## config.mk

```make
export PLATFORM = sky130hd
export DESIGN_NAME = gp_timer
export DESIGN_NICKNAME = d
export VERILOG_FILES = /design/src/rtl/gpt_pkg.sv /design/src/rtl/gpt_prescale.sv /design/src/rtl/gpt_core.sv /design/src/rtl/gpt_regs.sv /design/src/rtl/gp_timer.sv
export SDC_FILE = /design/constraint.sdc
export NUM_CORES = 1
export LEC_CHECK = 0
export BUFFER_PORTS_ARGS = -buffer_cell sky130_fd_sc_hd__buf_2
export CORE_MARGIN = 4
export CORE_UTILIZATION = 45
export CTS_CLUSTER_DIAMETER = 100
export DETAILED_ROUTE_END_ITERATION = 6
export GPL_ROUTABILITY_DRIVEN = 0
export GPL_TIMING_DRIVEN = 0
export SETUP_SLACK_MARGIN = 0.5
export SLEW_MARGIN = 10
export SYNTH_ARGS = -nofsm -noshare
export SYNTH_HDL_FRONTEND = slang
export SYNTH_SLANG_ARGS = --single-unit
```

## constraint.sdc

```tcl
create_clock -name clk_i -period 6.1 [get_ports clk_i]
set_input_delay 1.22 -clock clk_i [delete_from_list [all_inputs] [get_ports clk_i]]
set_output_delay 1.22 -clock clk_i [all_outputs]
set_load 0.02 [all_outputs]
```

## src/rtl/gpt_pkg.sv

```systemverilog
package gpt_pkg;
  localparam int NUM_CMP  = 2;
  localparam int STAT_W   = NUM_CMP + 1;
  localparam int ROV_BIT  = NUM_CMP;
  localparam int ADDR_W   = 3;
  localparam int DATA_W   = 32;
  localparam int NUM_MODE = 3;
  localparam int NUM_SRC  = 4;
  localparam int SRST_BIT = 15;

  typedef enum logic [ADDR_W-1:0] {
    A_CTRL  = 3'd0,
    A_PRESC = 3'd1,
    A_STAT  = 3'd2,
    A_IEN   = 3'd3,
    A_CMP1  = 3'd4,
    A_CMP2  = 3'd5,
    A_CNT   = 3'd6
  } reg_addr_e;

  // bit 0 en, bit 1 free_run, bits 4:2 mode run (stop, wait, dbg), bits 7:5 source
  typedef struct packed {
    logic [2:0]          src;
    logic [NUM_MODE-1:0] mode_run;
    logic                free_run;
    logic                en;
  } ctrl_t;

  localparam int CTRL_W = $bits(ctrl_t);
endpackage

```

## src/rtl/gpt_prescale.sv

```systemverilog
module gpt_prescale
  import gpt_pkg::*;
#(
  parameter int PRESC_W = 12
) (
  input  logic                clk_i,
  input  logic                rst_ni,
  input  logic                soft_clr_i,
  input  logic                en_i,
  input  logic [2:0]          src_i,
  input  logic [NUM_SRC-1:0]  src_tick_i,
  input  logic [NUM_MODE-1:0] mode_i,
  input  logic [NUM_MODE-1:0] mode_run_i,
  input  logic [PRESC_W-1:0]  presc_i,
  output logic                tick_o
);
  logic [NUM_MODE-1:0] mode_ok;
  logic                src_pulse;
  logic                run;
  logic [PRESC_W-1:0]  phase_q;

  for (genvar m = 0; m < NUM_MODE; m++) begin : g_mode
    assign mode_ok[m] = !mode_i[m] || mode_run_i[m];
  end

  always_comb begin
    src_pulse = 1'b0;
    for (int s = 0; s < NUM_SRC; s++) begin
      if (src_i == 3'(s + 1)) src_pulse = src_tick_i[s];
    end
  end

  assign run    = en_i && (&mode_ok) && src_pulse;
  // >= so that lowering the divider below the current phase ticks at once
  assign tick_o = run && (phase_q >= presc_i);

  always_ff @(posedge clk_i or negedge rst_ni) begin
    if (!rst_ni) begin
      phase_q <= '0;
    end else if (soft_clr_i) begin
      phase_q <= '0;
    end else if (run) begin
      phase_q <= tick_o ? '0 : phase_q + 1'b1;
    end
  end
endmodule

```

## src/rtl/gpt_core.sv

```systemverilog
module gpt_core
  import gpt_pkg::*;
#(
  parameter int CNT_W = 32
) (
  input  logic                           clk_i,
  input  logic                           rst_ni,
  input  logic                           soft_clr_i,
  input  logic                           tick_i,
  input  logic                           free_run_i,
  input  logic [NUM_CMP-1:0][CNT_W-1:0]  cmp_i,
  output logic [CNT_W-1:0]               cnt_o,
  output logic [STAT_W-1:0]              set_o
);
  logic [CNT_W-1:0] cnt_q;
  logic [CNT_W-1:0] cnt_nxt;
  logic             restart;
  logic             wrap;

  assign restart = !free_run_i && (cnt_q == cmp_i[0]);
  assign wrap    = !restart && (&cnt_q);
  assign cnt_nxt = restart ? '0 : cnt_q + 1'b1;

  for (genvar c = 0; c < NUM_CMP; c++) begin : g_cmp
    assign set_o[c] = tick_i && (cnt_nxt == cmp_i[c]);
  end
  assign set_o[ROV_BIT] = tick_i && wrap;

  always_ff @(posedge clk_i or negedge rst_ni) begin
    if (!rst_ni) begin
      cnt_q <= '0;
    end else if (soft_clr_i) begin
      cnt_q <= '0;
    end else if (tick_i) begin
      cnt_q <= cnt_nxt;
    end
  end

  assign cnt_o = cnt_q;
endmodule

```

## src/rtl/gpt_regs.sv

```systemverilog
module gpt_regs
  import gpt_pkg::*;
#(
  parameter int CNT_W   = 32,
  parameter int PRESC_W = 12
) (
  input  logic                          clk_i,
  input  logic                          rst_ni,
  input  logic                          req_i,
  input  logic                          we_i,
  input  logic [ADDR_W-1:0]             addr_i,
  input  logic [DATA_W-1:0]             wdata_i,
  output logic [DATA_W-1:0]             rdata_o,
  input  logic [CNT_W-1:0]              cnt_i,
  input  logic [STAT_W-1:0]             set_i,
  output ctrl_t                         ctrl_o,
  output logic [PRESC_W-1:0]            presc_o,
  output logic [NUM_CMP-1:0][CNT_W-1:0] cmp_o,
  output logic [STAT_W-1:0]             stat_o,
  output logic [STAT_W-1:0]             ien_o,
  output logic                          soft_clr_o
);
  logic                          wr;
  ctrl_t                         ctrl_q;
  logic [PRESC_W-1:0]            presc_q;
  logic [NUM_CMP-1:0][CNT_W-1:0] cmp_q;
  logic [STAT_W-1:0]             stat_q;
  logic [STAT_W-1:0]             ien_q;
  logic [STAT_W-1:0]             clr;

  assign wr         = req_i && we_i;
  assign soft_clr_o = wr && (addr_i == A_CTRL) && wdata_i[SRST_BIT];
  assign clr        = (wr && addr_i == A_STAT) ? wdata_i[STAT_W-1:0] : '0;

  always_ff @(posedge clk_i or negedge rst_ni) begin
    if (!rst_ni) begin
      ctrl_q  <= '0;
      presc_q <= '0;
      ien_q   <= '0;
      stat_q  <= '0;
    end else if (soft_clr_o) begin
      ctrl_q  <= '0;
      presc_q <= '0;
      ien_q   <= '0;
      stat_q  <= '0;
    end else begin
      // set beats clear
      stat_q <= (stat_q & ~clr) | set_i;
      if (wr && addr_i == A_CTRL)  ctrl_q  <= ctrl_t'(wdata_i[CTRL_W-1:0]);
      if (wr && addr_i == A_PRESC) presc_q <= wdata_i[PRESC_W-1:0];
      if (wr && addr_i == A_IEN)   ien_q   <= wdata_i[STAT_W-1:0];
    end
  end

  for (genvar c = 0; c < NUM_CMP; c++) begin : g_cmp_reg
    localparam logic [ADDR_W-1:0] CMP_ADDR = ADDR_W'(int'(A_CMP1) + c);
    always_ff @(posedge clk_i or negedge rst_ni) begin
      if (!rst_ni)                        cmp_q[c] <= '0;
      else if (soft_clr_o)                cmp_q[c] <= '0;
      else if (wr && addr_i == CMP_ADDR)  cmp_q[c] <= wdata_i[CNT_W-1:0];
    end
  end

  always_comb begin
    rdata_o = '0;
    case (addr_i)
      A_CTRL:  rdata_o = DATA_W'(ctrl_q);
      A_PRESC: rdata_o = DATA_W'(presc_q);
      A_STAT:  rdata_o = DATA_W'(stat_q);
      A_IEN:   rdata_o = DATA_W'(ien_q);
      A_CNT:   rdata_o = DATA_W'(cnt_i);
      default: begin
        for (int c = 0; c < NUM_CMP; c++) begin
          if (addr_i == ADDR_W'(int'(A_CMP1) + c)) rdata_o = DATA_W'(cmp_q[c]);
        end
      end
    endcase
  end

  assign ctrl_o  = ctrl_q;
  assign presc_o = presc_q;
  assign cmp_o   = cmp_q;
  assign stat_o  = stat_q;
  assign ien_o   = ien_q;
endmodule

```

## src/rtl/gp_timer.sv

```systemverilog
module gp_timer
  import gpt_pkg::*;
#(
  parameter int CNT_W   = 32,
  parameter int PRESC_W = 12
) (
  input  logic              clk_i,
  input  logic              rst_ni,
  input  logic              req_i,
  input  logic              we_i,
  input  logic [2:0]        addr_i,
  input  logic [31:0]       wdata_i,
  output logic [31:0]       rdata_o,
  input  logic              per_tick_i,
  input  logic              fast_tick_i,
  input  logic              slow_tick_i,
  input  logic              ext_tick_i,
  input  logic              stop_i,
  input  logic              wait_i,
  input  logic              dbg_i,
  output logic              irq_o
);
  ctrl_t                         ctrl;
  logic [PRESC_W-1:0]            presc;
  logic [NUM_CMP-1:0][CNT_W-1:0] cmp;
  logic [STAT_W-1:0]             stat;
  logic [STAT_W-1:0]             stat_set;
  logic [STAT_W-1:0]             ien;
  logic [CNT_W-1:0]              cnt;
  logic                          soft_clr;
  logic                          tick;

  gpt_regs #(.CNT_W(CNT_W), .PRESC_W(PRESC_W)) u_regs (
    .clk_i      (clk_i),
    .rst_ni     (rst_ni),
    .req_i      (req_i),
    .we_i       (we_i),
    .addr_i     (addr_i),
    .wdata_i    (wdata_i),
    .rdata_o    (rdata_o),
    .cnt_i      (cnt),
    .set_i      (stat_set),
    .ctrl_o     (ctrl),
    .presc_o    (presc),
    .cmp_o      (cmp),
    .stat_o     (stat),
    .ien_o      (ien),
    .soft_clr_o (soft_clr)
  );

  gpt_prescale #(.PRESC_W(PRESC_W)) u_presc (
    .clk_i      (clk_i),
    .rst_ni     (rst_ni),
    .soft_clr_i (soft_clr),
    .en_i       (ctrl.en),
    .src_i      (ctrl.src),
    .src_tick_i ({ext_tick_i, slow_tick_i, fast_tick_i, per_tick_i}),
    .mode_i     ({dbg_i, wait_i, stop_i}),
    .mode_run_i (ctrl.mode_run),
    .presc_i    (presc),
    .tick_o     (tick)
  );

  gpt_core #(.CNT_W(CNT_W)) u_core (
    .clk_i      (clk_i),
    .rst_ni     (rst_ni),
    .soft_clr_i (soft_clr),
    .tick_i     (tick),
    .free_run_i (ctrl.free_run),
    .cmp_i      (cmp),
    .cnt_o      (cnt),
    .set_o      (stat_set)
  );

  assign irq_o = |(stat & ien);
endmodule

```

==> results.md <==
- Status: finished, violations left
- Failing checks: DRC
- Final Critical Period: 4.57 ns
- Pre-antenna DRT Iters: 7
- Global-route wire length before repair: 53700 um
- Hold Crit Class: reg -> reg
- Synthesized cell area: 9240 um^2
- Synth Area in Compound Gates: 18.2%
- Num CTS Buffers: 17
- Die X: 151 um
- Xor/xnor share of the synthesized area: 7.39%
- Total power: 2.82 mW
- DP Wirelength: 26400 um
- Drt drc: 11
- Diode count: 0
- Die span in y: 151 um
- Crit-path slowest cell: buf_1
- Synth area leaders: dfrtp_1, nand2_1, a21oi_1
- Fill count: 1987
- Synth unique cells: 71
- Cells after Synth: 1168
- CTS clock-pin slew for the worst setup and hold paths: 0.06 ns
- Total grt overflow: 0
- Max-Cap Viols: 0
- Initial DRC count: 1256
- Vias in the first global route: 8879
- H-tree depth: 4
- Sum Neg Setup Slack: 0 ns
- Initial Utilization: 45.7%
- CP most frequent cell: buf_2
- Final hold violations: 0
- Critical path's largest stage delay: 0.69 ns
- Routed Antenna Nets: 0
- Initial antenna violation count: 0
- Startpoint Class: input pin
- Mux cell area share after synthesis: 5.24%
- Nets: 1325
- Synth area leader: dfrtp_1
- Crit Path Class: in -> out
- Synthesized flop and latch total: 134
- Worst Skew: 0.0145 ns
- Worst path buffer plus inverter count: 4
- VDD IR-drop max: 0.187 mV
- Delay-heaviest family, CP: buffers and inverters
- Clock sink total: 134
- # hold bufs at CTS: 0
- Least-Margin Pin Slew: 0.924 ns
- Adder-Cell Fraction of Synth Area: 1.90%
- Core region area: 20200 um^2
- Ys async rst share: 100%
- Power density over the cells: 266 nW/um^2
- Main combinational cell family by area after synthesis: simple AND/OR/NAND/NOR gates
- Top Ports: 79
- CTS root buf: clkbuf_16
- Synth Flop Type: dfrtp_1
- Synth top area share: 36.3%
- Clk buf depth: 2
- Final setup viols: 0
- Clock insertion delay at the later pin of the skew report: 0.44 ns
- CTS resizes: 0
- Worst setup EP type: primary output
- Die Footprint: 22900 um^2
- # Post-CTS Setup Buffers: 0
- Total number of vias: 9568
- Required time of the critical path: 4.88 ns
- Sequential area share after synthesis: 36.3%
- RSZ-0062 raised after global routing: false
- Pleak: 4.46 nW
- Fraction of layout cells with a size suffix above 1: 11.2%
- Layout Area Growth over Synthesis: 14.6%
- CTS tree: yes
- Routed wire per std cell: 22.8 um
- EDFF count, synth: 0
- Rel. slew slack: 38.4%
- DR vias/cell: 6.18
- Port Buffers: 77
- Post-route clock period utilization: 75.0%
- Pins Over Slew Limit: 0
- Syn_nets: 1228
- Crit-path max FO: 10
- Row cnt: 52
- Crit path depth: 7
- Post-Synth Simple-Gate Area: 25.8%
- Synth warn: 0
- DRT Wirelength: 35300 um
- Hold Path Depth: 2
- Crit-path cells: buf_2 -> clkbuf_1 -> buf_1 -> mux2i_1 -> o21ai_0 -> and2_1 -> buf_2
- Mean post-synth cell area: 7.91 um^2
- Largest net degree at the start of global routing: 81
- Reg2Reg Depth: 11
- Arrival time at the worst endpoint: 3.35 ns
- Fmax: 219 MHz
- GRT Total Usage: 31.5%
synthesized netlist by cell type (9+ instances only):
| library cell | number |
|---|---|
| nand2_1 | 211 |
| dfrtp_1 | 134 |
| a21oi_1 | 120 |
| nor2_1 | 88 |
| o21ai_0 | 81 |
| clkbuf_1 | 56 |
| xnor2_1 | 44 |
| mux2i_1 | 36 |
| xor2_1 | 34 |
| inv_1 | 30 |
| nand3_1 | 28 |
| nand4_1 | 27 |
| nor3_1 | 24 |
| and2_1 | 21 |
| o22ai_1 | 17 |
| buf_2 | 15 |
| ha_1 | 14 |
| nor4_1 | 14 |
| a22oi_1 | 13 |
| buf_1 | 13 |
| and3_1 | 11 |
| nand3b_1 | 10 |
| or3_1 | 9 |
| or4_1 | 9 |
per-layer routing:
metal / routed length (um) / part of all wire [%] / vias to the layer above / global-route usage, %
met3: 3470 / 9.8 / 121 / 5.95
met1: 14900 / 42 / 4585 / 44.9
met2: 15400 / 43 / 548 / 46.7
met5: 0 / 0 / - / 0
li1: - / - / 4314 / -
met4: 1540 / 4.4 / 0 / 13.6
through the flow:
step                      cells  setup slack, ns  utilization [%]  hold WS [ns]  instance area, um^2
after floorplan            1168             2.30                -         0.457                 9240
after global placement     1515            0.978             49.2         0.494                 9960
after detailed placement   1516             1.54             49.4         0.499                10000
after CTS                  1548             1.58             52.3         0.513                10600
after global routing       1548             1.36             52.3         0.569                10600
final                      1548             1.53             52.3         0.515                10600
area by class of cell:
type,instances,area [um^2],area share (%)
clock inverters,12,143,1.35
plain buffers,88,363,3.43
clock buffers,20,447,4.22
inverters,30,113,1.06
well taps,270,338,3.19
flip-flops and latches,134,3350,31.7
multi-input cells,916,5420,51.1
repair buffers,78,419,3.96
final timing paths:
check	endpoint	slack, ns	start
worst max-delay path	rdata_o[12]	1.53	addr_i[0]
worst min-delay path	u_regs.ctrl_o[0]	0.51	u_regs.ctrl_o[0]
worst max register to register	u_regs.stat_o[1]	1.65	u_core.cnt_o[6]
worst min register to register	u_regs.ctrl_o[0]	0.51	u_regs.ctrl_o[0]
max in group asynchronous	u_regs.cmp_o[59]	4.55	rst_ni
min in group asynchronous	u_presc.phase_q[4]	0.74	rst_ni
state kept, by name, summed over array words and instances, names as in the netlist:
register         cells
u_regs.cmp_o        64
u_core.cnt_o        32
u_presc.phase_q     12
u_regs.presc_o      12
u_regs.ctrl_o        8
u_regs.ien_o         3
u_regs.stat_o        3
power breakdown:
| group | internal (mW) | switching [mW] | total (mW) | leakage [nW] |
|---|---|---|---|---|
| Clock | 0.620 | 0.445 | 1.07 | 0.275 |
| Combinational | 0.244 | 0.288 | 0.532 | 2.41 |
| Sequential | 0.999 | 0.222 | 1.22 | 1.78 |
| Total | 1.86 | 0.956 | 2.82 | 4.46 |
worst register-to-register path: stages, from the launching register on:
cell	delay, ns
dfrtp_1	0.37
buf_2	0.19
xor2_1	0.20
or4_1	0.49
nor4_1	0.20
and3_1	0.27
buf_2	0.30
buf_1	0.61
a22oi_1	0.19
a2111oi_0	0.78
nand4_1	0.23
o31ai_1	0.46
logic make-up after synthesis:
group | count (synthesis)
flops | 134
mux | 42
fa+ha+maj | 14
compound gates | 287
simple gates | 495
buf+inv | 118
xor+xnor | 78
placed cells by master (no fill, tap or decap), types with 9 or more instances in the layout:
| master | count |
|---|---|
| o21ai_0 | 81 |
| nand3_1 | 28 |
| xnor2_1 | 44 |
| clkbuf_1 | 58 |
| and2_1 | 21 |
| o22ai_1 | 17 |
| clkbuf_16 | 17 |
| nand2_1 | 211 |
| inv_1 | 30 |
| a22oi_1 | 13 |
| mux2i_1 | 36 |
| or3_1 | 9 |
| nor3_1 | 23 |
| or4_1 | 9 |
| ha_1 | 14 |
| buf_2 | 91 |
| nor4_1 | 14 |
| and3_1 | 11 |
| nor2_1 | 88 |
| xor2_1 | 34 |
| a21oi_1 | 120 |
| buf_1 | 13 |
| nand3b_1 | 10 |
| nand4_1 | 27 |
| dfrtp_1 | 134 |
No activity file was read; power rests on OpenSTA's default activity.
